File: config.mk
export PLATFORM = sky130hd
export DESIGN_NAME = chan_block_gen
export DESIGN_NICKNAME = d
export VERILOG_FILES = /design/src/rtl/cbg_pkg.sv /design/src/rtl/cbg_regs.sv /design/src/rtl/cbg_counter.sv /design/src/rtl/cbg_decode.sv /design/src/rtl/chan_block_gen.sv
export SDC_FILE = /design/constraint.sdc
export NUM_CORES = 1
export LEC_CHECK = 0
export CORE_MARGIN = 10
export CORE_UTILIZATION = 50
export CTS_CLUSTER_DIAMETER = 50
export DETAILED_ROUTE_END_ITERATION = 10
export GPL_ROUTABILITY_DRIVEN = 0
export GPL_TIMING_DRIVEN = 0
export PLACE_DENSITY = 0.73
export SYNTH_ARGS = -nofsm -noshare
export SYNTH_HDL_FRONTEND = slang
export SYNTH_SLANG_ARGS = --single-unit
File: constraint.sdc
create_clock -name clk -period 6.3 [get_ports clk]
set_input_delay 0.945 -clock clk [delete_from_list [all_inputs] [get_ports clk]]
set_output_delay 0.945 -clock clk [all_outputs]
set_load 0.005 [all_outputs]
File: src/rtl/cbg_pkg.sv
package cbg_pkg;
  // Frame layout shared by all pieces of the generator
  typedef enum logic {
    MODE_T1 = 1'b0,
    MODE_E1 = 1'b1
  } sys_mode_e;

  function automatic int frame_len(input sys_mode_e mode, input int nch,
                                   input int bits, input int slots);
    return (mode == MODE_E1) ? slots * bits : nch * bits + 1;
  endfunction
endpackage

File: src/rtl/cbg_regs.sv
module cbg_regs #(
  parameter int REG_W    = 8,
  parameter int NUM_REGS = 3,
  parameter int ADDR_W   = 2,
  parameter int NUM_CH   = NUM_REGS * REG_W
) (
  input  logic              clk,
  input  logic              rst_n,
  input  logic              wr,
  input  logic [ADDR_W-1:0] addr,
  input  logic [REG_W-1:0]  wdata,
  input  logic              boundary,
  output logic [NUM_CH-1:0] active
);
  logic [NUM_REGS-1:0][REG_W-1:0] staged_q;
  logic [NUM_REGS-1:0][REG_W-1:0] active_q;

  for (genvar r = 0; r < NUM_REGS; r++) begin : g_reg
    always_ff @(posedge clk) begin
      if (!rst_n) begin
        staged_q[r] <= '0;
        active_q[r] <= '0;
      end else begin
        if (wr && addr == ADDR_W'(r)) staged_q[r] <= wdata;
        if (boundary) active_q[r] <= staged_q[r];
      end
    end
  end

  assign active = active_q;

  AST_ACTIVE_HOLD: assert property (@(posedge clk) disable iff (!rst_n)
    !boundary |=> $stable(active_q));
  AST_ACTIVE_LOAD: assert property (@(posedge clk) disable iff (!rst_n)
    boundary |=> active_q == $past(staged_q));
endmodule

File: src/rtl/cbg_counter.sv
module cbg_counter
  import cbg_pkg::*;
#(
  parameter int BITS_PER_CH = 8,
  parameter int NUM_CH      = 24,
  parameter int E1_SLOTS    = 32,
  parameter int POS_W       = 8
) (
  input  logic             clk,
  input  logic             rst_n,
  input  logic             frame_sync,
  input  logic             e1_mode,
  output logic [POS_W-1:0] pos,
  output logic [POS_W-1:0] pos_next,
  output logic             boundary
);
  localparam int T1_LEN = frame_len(MODE_T1, NUM_CH, BITS_PER_CH, E1_SLOTS);
  localparam int E1_LEN = frame_len(MODE_E1, NUM_CH, BITS_PER_CH, E1_SLOTS);

  logic [POS_W-1:0] last_pos;

  assign last_pos = e1_mode ? POS_W'(E1_LEN - 1) : POS_W'(T1_LEN - 1);
  assign pos_next = frame_sync ? '0 :
                    (pos >= last_pos) ? '0 : pos + 1'b1;
  assign boundary = (pos_next == '0);

  always_ff @(posedge clk) begin
    if (!rst_n) pos <= '0;
    else        pos <= pos_next;
  end

  AST_SYNC_RESTART: assert property (@(posedge clk) disable iff (!rst_n)
    frame_sync |=> pos == '0);
  AST_T1_WRAP: assert property (@(posedge clk) disable iff (!rst_n)
    (!e1_mode && pos == POS_W'(T1_LEN - 1)) |=> pos == '0);
endmodule

File: src/rtl/cbg_decode.sv
module cbg_decode #(
  parameter int BITS_PER_CH  = 8,
  parameter int NUM_CH       = 24,
  parameter int FORCE_STRIDE = 4,
  parameter int POS_W        = 8
) (
  input  logic              clk,
  input  logic              rst_n,
  input  logic              e1_mode,
  input  logic [POS_W-1:0]  pos,
  input  logic [POS_W-1:0]  pos_next,
  input  logic [NUM_CH-1:0] active,
  output logic              blk_out
);
  localparam int CH_W = $clog2(NUM_CH);

  int   p_i, ch_t1, slot, ch_e1;
  logic forced, blk_next;

  always_comb begin
    p_i      = int'(pos_next);
    ch_t1    = (p_i - 1) / BITS_PER_CH;
    slot     = p_i / BITS_PER_CH;
    forced   = (slot % FORCE_STRIDE) == 0;
    ch_e1    = slot - (slot / FORCE_STRIDE) - 1;
    blk_next = 1'b0;
    if (e1_mode) begin
      if (forced)               blk_next = 1'b1;
      else if (ch_e1 < NUM_CH)  blk_next = active[CH_W'(ch_e1)];
    end else if (p_i != 0 && ch_t1 < NUM_CH) begin
      blk_next = active[CH_W'(ch_t1)];
    end
  end

  always_ff @(posedge clk) begin
    if (!rst_n) blk_out <= 1'b0;
    else        blk_out <= blk_next;
  end

  AST_FBIT_LOW: assert property (@(posedge clk) disable iff (!rst_n)
    ($past(rst_n) && $past(!e1_mode) && pos == '0) |-> !blk_out);
  AST_E1_FORCED: assert property (@(posedge clk) disable iff (!rst_n)
    ($past(rst_n) && $past(e1_mode) &&
     ((int'(pos) / BITS_PER_CH) % FORCE_STRIDE) == 0) |-> blk_out);
endmodule

File: src/rtl/chan_block_gen.sv
module chan_block_gen
  import cbg_pkg::*;
#(
  parameter int REG_W        = 8,
  parameter int NUM_REGS     = 3,
  parameter int ADDR_W       = 2,
  parameter int BITS_PER_CH  = 8,
  parameter int E1_SLOTS     = 32,
  parameter int FORCE_STRIDE = 4
) (
  input  logic              clk,
  input  logic              rst_n,
  input  logic              frame_sync,
  input  logic              e1_mode,
  input  logic              reg_wr,
  input  logic [ADDR_W-1:0] reg_addr,
  input  logic [REG_W-1:0]  reg_wdata,
  output logic              blk_out
);
  localparam int NUM_CH  = NUM_REGS * REG_W;
  localparam int T1_LEN  = frame_len(MODE_T1, NUM_CH, BITS_PER_CH, E1_SLOTS);
  localparam int E1_LEN  = frame_len(MODE_E1, NUM_CH, BITS_PER_CH, E1_SLOTS);
  localparam int MAX_LEN = (E1_LEN > T1_LEN) ? E1_LEN : T1_LEN;
  localparam int POS_W   = $clog2(MAX_LEN);

  logic [POS_W-1:0]  pos, pos_next;
  logic              boundary;
  logic [NUM_CH-1:0] active;

  cbg_counter #(
    .BITS_PER_CH(BITS_PER_CH), .NUM_CH(NUM_CH),
    .E1_SLOTS(E1_SLOTS), .POS_W(POS_W)
  ) u_counter (
    .clk(clk), .rst_n(rst_n), .frame_sync(frame_sync), .e1_mode(e1_mode),
    .pos(pos), .pos_next(pos_next), .boundary(boundary)
  );

  cbg_regs #(
    .REG_W(REG_W), .NUM_REGS(NUM_REGS), .ADDR_W(ADDR_W), .NUM_CH(NUM_CH)
  ) u_regs (
    .clk(clk), .rst_n(rst_n), .wr(reg_wr), .addr(reg_addr),
    .wdata(reg_wdata), .boundary(boundary), .active(active)
  );

  cbg_decode #(
    .BITS_PER_CH(BITS_PER_CH), .NUM_CH(NUM_CH),
    .FORCE_STRIDE(FORCE_STRIDE), .POS_W(POS_W)
  ) u_decode (
    .clk(clk), .rst_n(rst_n), .e1_mode(e1_mode), .pos(pos),
    .pos_next(pos_next), .active(active), .blk_out(blk_out)
  );
endmodule

; ---- After elaboration in Yosys (flattened, before gate mapping)
; Index checks and enable logic that the tools add are counted.
[totals]
ff_bits = 57
in_bits = 15
output_inout_bits = 1
elab_cells = 43
[op_classes]
n_addsub = 5
order_cmp = 5
eq_ne = 2
mux = 13
bitwise_logic = 1
reduce_logical = 9
[ops]
columns = cell, count
row1 = $lt 32x6->1 const B, 2
row2 = $add 32x1->32, 1
row3 = $logic_not 32->1, 1
row4 = $sub 32x2->32 const B, 1
row5 = $mux 8, 2
row6 = $lt 5x7->1 const B, 2
row7 = $bmux 1 s5, 2
row8 = $sub 8x1->9 const B, 1
row9 = $add 8x1->8 const B, 1
row10 = $ge 8x8->1, 1
row11 = $logic_not 8->1, 1
row12 = $mux 1, 8
row13 = $reduce_bool 8->1, 1
row14 = $mux 6, 1
row15 = $sub 5x3->6, 1
row16 = $logic_and 1x1->1, 4
row17 = $reduce_or 3->1, 1
row18 = $eq 2x1->1 const B, 1
row19 = $eq 2x2->1 const B, 1
row20 = $logic_not 2->1, 1
row21 = $and 1x1->1, 1

; ---- Depth between registers and ports, before layout
; Gate-level depths: netlist of the first run.
[logic_depth]
word_depth = 13
depth_mapped = 23
mapped_depth_nobuf = 23

; ---- Modules after synthesis
; A second synthesis of the first run with hierarchy kept.
[hier_totals]
hier_cells = 358
hier_area_um2 = 3550.9
[modules_own_cells]
columns = module, instances, cells_each, area_per_inst_um2, seq_area_each_um2
row1 = cbg_regs, 1, 167, 1804.2, 960.9
row2 = cbg_decode, 1, 127, 1158.6, 20.0
row3 = cbg_counter, 1, 64, 588.1, 160.2

; ---- Worst setup path before layout of the first run
; OpenSTA, ideal clock, no wires.
[synth_path]
path_type = in2reg
start = input e1_mode
end = register u_decode.blk_out
setup_time_ns = 0.073
arrival_time_ns = 5.338
required_time_ns = 6.227
slack_ns = 0.889
stages = 22
path_buffers = 1
path_cell_list = inv_1 -> ha_1 -> a211oi_1 -> nand2_1 -> o21a_1 -> clkbuf_1 -> nor3_1 -> ha_1 -> inv_1 -> fa_1 -> a21oi_1 -> xnor2_1 -> o31ai_1 -> nand2_1 -> ha_1 -> nor3_1 -> nand4_1 -> or3_1 -> nand4_1 -> o2111ai_1 -> a31o_1 -> o211ai_2
[synth_between]
word_cells_on_any_way = 25
classes_between = 4 x add/sub / 3 x order compare / 13 x mux / 1 x bitwise / 4 x reduce/logical
[synth_rtl]
columns = item, line_no
row1 = "start, declared", chan_block_gen.sv:14  ; input logic e1_mode,
row2 = $mux 6 *, cbg_counter.sv:22  ; assign last_pos = e1_mode ? POS_W'(E1_LEN - 1) : POS_W'(T1_LEN - 1);
row3 = $ge 8x8->1 *, cbg_counter.sv:24  ; (pos >= last_pos) ? '0 : pos + 1'b1;
row4 = $mux 8 *, cbg_counter.sv:24
row5 = $mux 8 *, cbg_counter.sv:23  ; assign pos_next = frame_sync ? '0 :
row6 = named net pos_next[5], chan_block_gen.sv:26  ; logic [POS_W-1:0] pos, pos_next;
row7 = "parallel branches: the longest is 7 deep, another holds $add 32x1->32", -
row8 = $mux 1 *, cbg_decode.sv:27  ; if (e1_mode) begin
row9 = "end signal, assigned", cbg_decode.sv:37  ; else blk_out <= blk_next;
row10 = "end, declared", cbg_decode.sv:13  ; output logic blk_out
; Mark *: on every way through the listed nets, which the timed path passes. The select of a mux whose other input is x is not followed.
; A chain may end at the register's enable or synchronous reset.

; ---- Worst setup path in the final report of the first run
; Same ends and word-level chain as after synthesis.

==> results.md, run 1 <==
* Crit path arrival time at 6.24 ns
* Gr ovfl total at 0
* Cells after DPL at 545
* Worst Path Required at ~6.6 ns
* Unique masters post-synth at about 70
* Syn Nets at 480
* First-pass GRT wire length at 14370 um
* WHS Path Cells at 2
* Worst path cell trace: clkdlybuf4s50_1 > inv_1 > ha_1 > a211oi_1 > nand2_1 > o21a_1 > clkbuf_1 > nor3_4 > ha_1 > inv_1 > fa_1 > a21oi_2 > xnor2_1 > o31ai_2 > nand2_1 > ha_1 > nor3_1 > nand4_1 > or3_1 > nand4_1 > o2111ai_1 > a31o_1 > o211ai_2
* Buf/Inv on CP at 4
* #FFs+latches synth at 57
* Initial DRC Count at 140
* Fmax at 167.3 MHz
* IO Pins at 16
* Worst slew pin tran at a little under 0.8 ns
* R2R cell count at 21
* Die Area at 0.01162 mm2
* Detailed Place HPWL at 6518 um
* WL final at about 8400 um
* Worst Hold Class: flip-flop to flip-flop
* Grt met1 use at 17.78%
* Final min period at 5.979 ns
* Comb power frac at 12.0%
* Pwr dens at 194.0 mW/mm2
* Die Wd at 107.8 um
* Clock Path Buffers at 2
* Unrepaired setup endpoints after global routing: false
* Num rows at 31
* Sequential share of the synthesized area at 29.60%
* Net Sw Frac at between 20 and 30%
* Number of global-route vias before repair at just over 3000
* Most frequent cells in the layout: 76 x nand2_1, 57 x dfxtp_1, 31 x ha_1, 27 x mux2i_1, 26 x nor2b_1
* Max cap viols at 0
* Slew headroom at between 40% and 50%
* Syn Std Cell Area at 0.003855 mm2
* CP Max Fanout at 9
* P_leak at 1.650 nW
* Die Ht at between 100 and 150 um
* DRC viols at 0
* Avg Inst Size Synth at 8.903 um2
* Power Total at 0.8430 mW
* Total track usage at between 15 and 20%
* TritonCTS buffer count at 9
* R2r setup slk at 1.27 ns
* Core Box Area at 0.007370 mm2
* Final setup margin at approximately 0.32 ns
* CTS sink cnt at 57
* Hold_sp: u_regs.staged_q[15]$_SDFFE_PN0P_
* Pre-CTS WS at -0.5746 ns
* # diodes at 0
* Met2 GRT Util at 26.37%
* Worst path most repeated cell: ha_1
* Post-synth EDFFs at 0
* Clk Tree Root Cell: clkbuf_8
* Fin Clk Skew at 0.01082 ns
* Async set-reset flop share out of synthesis at 0%
* CTS clk-pin slew, worst paths at about 0.070 ns
* CP Class: input port to flip-flop
* Non-Filler Instances at 560
* Share of post-route cells with drive strength above 1 at 11.28%
* Slowest stage delay, CP at about 0.53 ns
* Crit Reg-Reg Startpoint: u_counter.pos[1]$_SDFF_PN0_
* Number of cells on the critical path at 23
* CP top delay family: compound AO/OA/AOI/OAI gates
* Initial antenna violation count at 0
* Pin count of the biggest net entering global routing at 11
* Internal cell power at roughly 0.63 mW
* Maximum VDD drop at 0.1816 mV
* Avg WL per Cell at around 15 um
* Area growth, synth to finish at 12.72%
* Most common cell after layout, fill and taps aside: nand2_1
* Ys flop type: dfxtp_1
* Setup TNS Final at 0 ns
* DRT antenna net count at 0
* P_sw at 0.2135 mW
* Status: completed
* Vias per cell at 5.661
* Crit share post-route at 94.90%
* H-Tree Depth at 3
* Type of element capturing the critical path: flip-flop
* Final Hold Vio Count at 0
* Reg power frac at 44.6%
* Slowest-stage cell, CP: clkdlybuf4s50_1
* Vias after detailed routing at 3170
* Most used routing layer: met2
* Gate Count Post-Synth at 433
* Met3 usage at under 10%
* Yosys Warn Count at 0
* DR pass1 iterations at 4
* Hold EP: u_regs.active[15]$_SDFFE_PN0N_
* Final setup fails at 0
* TritonCTS clock tree: built
* Clock share of power at between 40% and 50%
* RR Endpoint: u_decode.blk_out$_SDFF_PN0_
* Worst skew pair latency at roughly 0.34 ns
* Starting Density at 52.31%
* I/O Buffers at 13
* NumNets Final at 503
* Max-slew violations at 0
* Startpoint types: input port
per-stage QoR:
step | hold WS (ns) | area [um2] | utilization (%)
5_1_grt | 0.4940 | 4345 | 58.96
4_1_cts | 0.4739 | 4334 | 58.81
3_3_place_gp | 0.4554 | 4109 | 55.76
2_1_floorplan | 0.4428 | 3855 | -
3_5_place_dp | 0.4568 | 4109 | 55.76
6_report | 0.4742 | 4345 | 58.96
sequential cells by signal (all words and copies together) (netlist names):
signal,flops
u_regs.active,24
u_decode.blk_out,1
u_counter.pos,8
u_regs.staged_q,24
per-layer routing:
metal	vias up	routed length [um]
li1	1606	-
met2	65	4135
met1	1488	3804
met4	0	132
met5	-	0
met3	11	361
tightest hold or removal path, stage by stage, from the launching register on:
cell and delay, ns:
dfxtp_1 0.31, nand2_1 0.05, a21boi_0 0.07
kinds of logic (layout without fill, tap and decap cells):
logic type / Yosys count / in the layout / synth area share, %
and+or+nand+nor: 174 / 174 / 22.40
AOI/OAI and AO/OA: 80 / 80 / 15.84
DFF: 57 / 57 / 29.60
muxes: 41 / 41 / 14.61
buffers and inverters: 39 / 67 / 4.317
adders and majority gates: 32 / 32 / 10.58
xor gates and xnor gates: 10 / 10 / 2.662
worst max path at each step:
stage / start / endpoint
CTS: e1_mode / u_decode.blk_out$_SDFF_PN0_
global route: e1_mode / u_decode.blk_out$_SDFF_PN0_
floorplan: e1_mode / u_decode.blk_out$_SDFF_PN0_
finish: e1_mode / u_decode.blk_out$_SDFF_PN0_
global placement: e1_mode / u_decode.blk_out$_SDFF_PN0_
detailed placement: e1_mode / u_decode.blk_out$_SDFF_PN0_
timing repair:
action	CTS	global route
gates resized for setup	2	4
buffers inserted	0	0
hold buffers	0	0
setup endpoints to repair	1	1
Yosys cell counts, types with 3 or more instances:
cell,n,area (um2)
clkbuf_1,14,52.55
nor3_1,5,25.02
nor2_1,20,75.07
and3_1,5,31.28
a211oi_1,3,22.52
nand4_1,6,37.54
nor2b_1,26,162.7
nand2_1,76,285.3
or3_1,4,25.02
nor4b_1,3,26.28
mux2i_1,27,270.3
inv_1,14,52.55
o21a_1,3,22.52
a21boi_0,24,180.2
xnor2_1,6,52.55
and2_1,3,18.77
nand3_1,11,55.05
buf_1,4,15.01
o21ai_0,11,55.05
mux4_2,12,270.3
buf_2,4,20.02
a21oi_1,8,40.04
o211ai_1,3,22.52
dfxtp_1,57,1141
ha_1,31,387.9
power groups by stage:
stage / clock network [mW] / logic (mW) / registers [mW]
finish: 0.366 / 0.101 / 0.376
global route: 0.385 / 0.114 / 0.377
CTS: 0.371 / 0.102 / 0.376
detailed placement: 0 / 0.101 / 0.384
global placement: 0 / 0.0991 / 0.384
floorplan: 0 / 0.0727 / 0.382
layout make-up:
type	instances	area, um2
clock buffer	12	165.2
clock inverter	4	50.05
multi-input combinational	337	2572
timing repair buffer	13	130.1
sequential	57	1141
inverter	14	52.55
tap	99	123.9
buffer	24	110.1
fill	656	3024
Note: power is estimated with default switching activity, not from simulation.
==> run 2, diff against run 1 <==
- ABC_AREA: unset -> 1
- CAP_MARGIN: unset -> 20
==> results.md, run 2 <==
* Count leader, synth: nand2_1
* Slew headroom at 49.10% (+1.4 points)
* CTS Hold Bufs at 0 (unchanged)
* Avg Inst Size Synth at 6.984 um2 (-22%)
* Max cap viols at 0 (unchanged)
* Gate Count Post-Synth at 543 (+25%)
* Maximum VDD drop at 0.1504 mV (-17%)
* I/O Buffers at 13 (unchanged)
* CTS sink cnt at 57 (unchanged)
* Total track usage at 15.79% (+0.71 points)
* P_leak at 1.862 nW (+13%)
* # diodes at 0 (unchanged)
* Pwr dens at 216.8 mW/mm2 (+12%)
* Die Wd at 107.1 um (-0.66%)
* Initial DRC Count at 315 (+130%)
* Initial antenna violation count at 0 (unchanged)
* TritonCTS buffer count at 9 (unchanged)
* Setup TNS Final at 0 ns (unchanged)
* Resize count post-CTS at 0 (-2)
* Starting Density at 51.73% (-0.58 points)
* Async set-reset flop share out of synthesis at 0% (unchanged)
* WL final at 8665 um (+2.7%)
* Ys flop type: dfxtp_1
* Cell taking the most area after synthesis: dfxtp_1
* Detailed Place HPWL at 6845 um (+5.0%)
* Slowest stage delay, CP at 0.58 ns (+0.05 ns)
* H-Tree Depth at 3 (unchanged)
* Yosys Warn Count at 0 (unchanged)
* Clock Path Buffers at 2 (unchanged)
* Area growth, synth to finish at 11.81%
* Syn Nets at 590 (+23%)
* Type of element capturing the critical path: flip-flop
* Worst slew pin tran at 0.7576 ns (-0.02079 ns)
* Most common cell after layout, fill and taps aside: nand2_1
* Post-synth EDFFs at 0 (unchanged)
* CP Max Fanout at 5 (-4)
* Synth top area share at 30.09% (+0.49 points)
* Worst skew pair latency at 0.34 ns (about the same)
* TritonCTS clock tree: built
* Pin count of the biggest net entering global routing at 11 (unchanged)
* Worst Path Required at 6.56 ns (about the same)
* Crit share post-route at 84.93% (-10 points)
* Crit path arrival time at 5.61 ns (-0.63 ns)
* Unique masters post-synth at 41 (-41%)
* Fin Clk Skew at 0.009766 ns (-0.001051 ns)
* Slowest-stage cell, CP: clkdlybuf4s50_1
* Clk Tree Root Cell: clkbuf_8
* CP top delay family: simple AND/OR/NAND/NOR gates
* Num rows at 31 (unchanged)
* Most frequent cells in the layout: 80 x nand2_1, 67 x inv_1, 62 x o21ai_0
* CTS clk-pin slew, worst paths at 0.07 ns (about the same)
* Final setup fails at 0 (unchanged)
* Startpoint types: input port
* Avg WL per Cell at 12.93 um (-14%)
* Fmax at 186.9 MHz (+12%)
* Unrepaired setup endpoints after global routing: false
* Worst path most repeated cell: nand2_1
* IO Pins at 16 (unchanged)
* DR pass1 iterations at 4 (unchanged)
* Syn Std Cell Area at 0.003792 mm2 (-1.6%)
* Final min period at 5.351 ns (-0.6280 ns)
* CP Class: input port to flip-flop
* NumNets Final at 614 (+22%)
* Buf/Inv on CP at 7 (+3)
* Gr ovfl total at 0 (unchanged)
* Max-slew violations at 0 (unchanged)
* Number of global-route vias before repair at 3373 (+10%)
* DRT antenna net count at 0 (unchanged)
* Share of post-route cells with drive strength above 1 at 12.78% (+1.5 points)
* Die Area at 0.01147 mm2 (-1.3%)
* Worst Hold Class: flip-flop to flip-flop
* DRC viols at 0 (unchanged)
* Final Hold Vio Count at 0 (unchanged)
* Area contributors post-synth: dfxtp_1 30%, ha_1 10%, o21ai_0 8.2%
* Synth top cells by count: 80 x nand2_1, 67 x inv_1, 62 x o21ai_0
* #FFs+latches synth at 57 (unchanged)
* Status: completed
* Post-CTS setup buffer count at 0 (unchanged)
* Vias after detailed routing at 3510 (+11%)
* Core Box Area at 0.007331 mm2 (-0.53%)
* Vias per cell at 5.239 (-7.5%)
* First-pass GRT wire length at 15010 um (+4.5%)
* Sequential share of the synthesized area at 30.09% (+0.49 points)
* Power Total at 0.9191 mW (+9.0%)
* Die Ht at 107.1 um (-0.66%)
-- run 2: cell count changes after synthesis, sizes merged, moves of 24 or more --
cell    previous run  this run
nor2b             26         0
a21oi              8        59
nor2              21        63
mux2i             27         0
a21boi            24         0
o21ai             13        69
inv               14        78
-- run 2: final cells by class --
type / instances / area [um2]
plain buffers: 16 / 66.31
inverters: 81 / 304.0
flip-flops and latches: 57 / 1141
repair buffers: 13 / 130.1
well taps: 99 / 123.9
fillers: 692 / 3090
clock inverters: 5 / 56.30
multi-input cells: 389 / 2281
clock buffers: 10 / 137.6
-- run 2: power by group --
group | internal (mW) | switching [mW]
Combinational | 0.0667 | 0.116
Clock | 0.190 | 0.154
Sequential | 0.383 | 0.00945
-- run 2: cell families after synthesis --
group | Yosys count | synth area share, %
fa+ha+maj | 32 | 10.76
simple gates | 213 | 27.75
compound gates | 139 | 20.36
buf+inv | 97 | 9.766
mux | 2 | 0.5938
xor+xnor | 3 | 0.6930
flops | 57 | 30.09
-- run 2: final timing paths --
kind | from | endpoint | slack [ns] | cells past startpoint
min reg2reg | u_regs.staged_q[18]$_SDFFE_PN0P_ | u_regs.staged_q[18]$_SDFFE_PN0P_ | 0.45 | 2
max | e1_mode | u_decode.blk_out$_SDFF_PN0_ | 0.95 | 31
max reg2reg | u_counter.pos[3]$_SDFF_PN0_ | u_decode.blk_out$_SDFF_PN0_ | 1.87 | 29
min | u_regs.staged_q[18]$_SDFFE_PN0P_ | u_regs.staged_q[18]$_SDFFE_PN0P_ | 0.45 | 2
-- run 2: worst min-delay path, delay by kind of cell, from the launching register on --
kind / cells / cell delay [ns]
flops: 1 / 0.31
buf+inv: 1 / 0.05
compound gates: 1 / 0.05
-- run 2: metal layers --
layer / wire (um) / vias up / global-route usage [%]
li1: - / 1852 / -
met5: 0 / - / 0
met3: 298 / 18 / 3.653
met2: 4304 / 68 / 27.97
met4: 205 / 0 / 6.190
met1: 3856 / 1572 / 17.84
-- run 2: metrics by stage --
stage               cells  util [%]  cell area (um2)  hold slack (ns)  setup slack (ns)
detailed placement    655     55.20             4046           0.4346            0.6705
global placement      655     55.20             4046           0.4311            0.7630
CTS                   670     57.84             4240           0.4469             1.005
floorplan             543         -             3792           0.4205             1.856
global route          670     57.84             4240           0.4572            0.4724
finish                670     57.84             4240           0.4479            0.9491
==> run 3, diff against run 2 <==
- PLACE_DENSITY: 0.73 -> 0.75
- clock period: 6.3 -> 4.5 ns (I/O delays scaled with it)
==> results.md, run 3 (synthesis results as in run 2) <==
* Final Instance Area at 0.004452 mm2 (+5.0%)
* Worst slew pin tran at 0.7503 ns (-0.007268 ns)
* Internal cell power at 0.9381 mW (+47%)
* Final min period at 4.175 ns
* I/O Buffers at 13 (unchanged)
* Clock Path Buffers at 2 (unchanged)
* Slowest stage delay, CP at 0.49 ns (-0.09 ns)
* Initial antenna violation count at 0 (unchanged)
* Slew headroom at 49.59% (+0.49 points)
* Total track usage at 15.62% (-0.17 points)
* Die Area at 0.01147 mm2 (unchanged)
* Initial DRC Count at 244 (-23%)
* CP Class: input port to flip-flop
* IO Pins at 16 (unchanged)
* Worst path most repeated cell: nand2_1
* Max-slew violations at 0 (unchanged)
* Worst skew pair latency at 0.34 ns (about the same)
* TritonCTS buffer count at 9 (unchanged)
* DR pass1 iterations at 5 (+1)
* Area after DPL at 0.004046 mm2 (unchanged)
* Fillers at 674 (-2.6%)
* Slowest-stage cell, CP: fa_2
* H-Tree Depth at 3 (unchanged)
* Net Sw Frac at 29.31% (-1.1 points)
* Hold_sp: u_regs.staged_q[21]$_SDFFE_PN0P_
* Share of post-route cells with drive strength above 1 at 18.86% (+6.1 points)
* Register Area at 0.001142 mm2 (+0.11%)
* Core Box Area at 0.007331 mm2 (unchanged)
* Avg WL per Cell at 13.26 um (+2.6%)
* Non-Filler Instances at 677 (+1.0%)
* Type of element capturing the critical path: flip-flop
* P_leak at 1.954 nW (+4.9%)
* Die Ht at 107.1 um (unchanged)
* Comb power frac at 19.7% (-0.2 points)
* Vias per cell at 5.294 (+1.1%)
* Vias after detailed routing at 3584 (+2.1%)
* Worst Path Required at 4.78 ns (-1.78 ns)
* Final Hold Vio Count at 0 (unchanged)
* Most frequent cells in the layout: 73 x nand2_1, 63 x inv_1, 62 x o21ai_0, 57 x a21oi_1, 56 x dfxtp_1
* Maximum VDD drop at 0.2104 mV (+40%)
* # diodes at 0 (unchanged)
* WL final at 8980 um (+3.6%)
* Pin count of the biggest net entering global routing at 11 (unchanged)
* CTS sink cnt at 57 (unchanged)
* Startpoint types: input port
* Most common cell after layout, fill and taps aside: nand2_1
* Crit Reg-Reg Startpoint: u_counter.pos[3]$_SDFF_PN0_
* Starting Density at 51.73% (unchanged)
* Buf/Inv on CP at 7 (unchanged)
* Fmax at 239.5 MHz
* Worst Hold Class: flip-flop to flip-flop
* Clock share of power at 38.8% (+1.4 points)
* CTS clk-pin slew, worst paths at 0.07 ns (about the same)
* First-pass GRT wire length at 14850 um (-1.1%)
* Status: completed
* Area growth, synth to finish at 17.39%
* Detailed Place HPWL at 6651 um (-2.8%)
* Crit path arrival time at 4.45 ns (-1.16 ns)
* TritonCTS clock tree: built
* Die Wd at 107.1 um (unchanged)
* Multi-input gate area at 0.002417 mm2 (+6.0%)
* Final setup fails at 0 (unchanged)
* Fin Clk Skew at 0.01144 ns (+0.001678 ns)
* CP top delay family: simple AND/OR/NAND/NOR gates
* P_sw at 0.3889 mW (+39%)
* R2R cell count at 29 (unchanged)
* Number of global-route vias before repair at 3370 (-0.089%)
* DRT antenna net count at 0 (unchanged)
* CP Max Fanout at 5 (unchanged)
* R2r setup slk at 0.38 ns (-1.49 ns)
* Clk Tree Root Cell: clkbuf_8
* Gr ovfl total at 0 (unchanged)
* Crit share post-route at approximately 93%
* RR Endpoint: u_decode.blk_out$_SDFF_PN0_
* Cells after DPL at 655 (unchanged)
* DRC viols at 0 (unchanged)
* Num rows at 31 (unchanged)
* WHS Path Cells at 2 (unchanged)
* Hold EP: u_regs.staged_q[21]$_SDFFE_PN0P_
* Pwr dens at 298.1 mW/mm2 (+38%)
* NumNets Final at 621 (+1.1%)
* Reg power frac at 41.4% (-1.3 points)
* Max cap viols at 0 (unchanged)
==> run 3: cell types whose count changed in the layout (fill, tap and decap cells not counted), moves of 3 or more <==
cell and change:
buf_4 +7, nand2_1 -7, ha_1 -6, nand2_2 +5
ha_4 +4, inv_1 -4, nor2_1 -4, inv_2 +3
==> run 3: through the flow <==
stage / setup TNS [ns] / hold slack [ns] / power (mW) / util, % / setup slack [ns]
2_1_floorplan: 0 / 0.4205 / 0.7448 / - / 0.3256
3_3_place_gp: -0.7447 / 0.4317 / 0.8025 / 55.20 / -0.7447
3_5_place_dp: -0.8147 / 0.4342 / 0.8120 / 55.20 / -0.8147
4_1_cts: 0 / 0.4445 / 1.324 / 58.18 / 0.04722
5_1_grt: -0.03482 / 0.4681 / 1.394 / 60.73 / -0.03482
6_report: 0 / 0.4454 / 1.327 / 60.73 / 0.3252
==> run 3: power groups by stage <==
stage,clock (mW),sequential (mW),combinational [mW]
after global placement,0,0.559,0.243
after CTS,0.521,0.549,0.254
after detailed placement,0,0.560,0.252
final,0.515,0.550,0.262
after global routing,0.545,0.553,0.297
after floorplan,0,0.556,0.188
==> run 3: worst max-delay path by stage <==
stage	from	endpoint	slack, ns	cells past startpoint
finish	e1_mode	u_decode.blk_out$_SDFF_PN0_	0.33	31
CTS	e1_mode	u_decode.blk_out$_SDFF_PN0_	0.05	31
global placement	e1_mode	u_decode.blk_out$_SDFF_PN0_	-0.74	31
detailed placement	e1_mode	u_decode.blk_out$_SDFF_PN0_	-0.81	31
floorplan	e1_mode	u_decode.blk_out$_SDFF_PN0_	0.33	30
global route	e1_mode	u_decode.blk_out$_SDFF_PN0_	-0.03	31
==> run 3: repair_timing <==
action,4_1_cts,5_1_grt
gates resized for setup,6,37
buffers inserted,0,7
hold buffers,0,0
setup endpoints to repair,1,1
pin swaps,0,8
cloned,0,0
hold endpoints to repair,0,0
==> run 3: final cells by class <==
cell class / count / share of cell area (%)
Clock buffer: 9 / 2.782
Inverter: 81 / 6.942
Clock inverter: 6 / 1.883
Tap cell: 99 / 2.782
Sequential cell: 57 / 25.66
Buffer: 16 / 1.518
Timing Repair Buffer: 20 / 4.132
Multi-Input combinational cell: 389 / 54.30
==> run 3: routing by layer <==
metal	track usage, %	routed length [um]
met2	26.92	4375
met4	7.447	300
met1	17.65	3974
met5	0	0
met3	3.832	328
==> run 3: worst reg2reg max path, delay by kind of cell (launching register included) <==
kind	cells	cell delay (ns)
fa+ha+maj	5	1.37
buf+inv	5	0.30
flops	1	0.48
compound gates	1	0.12
simple gates	18	1.79
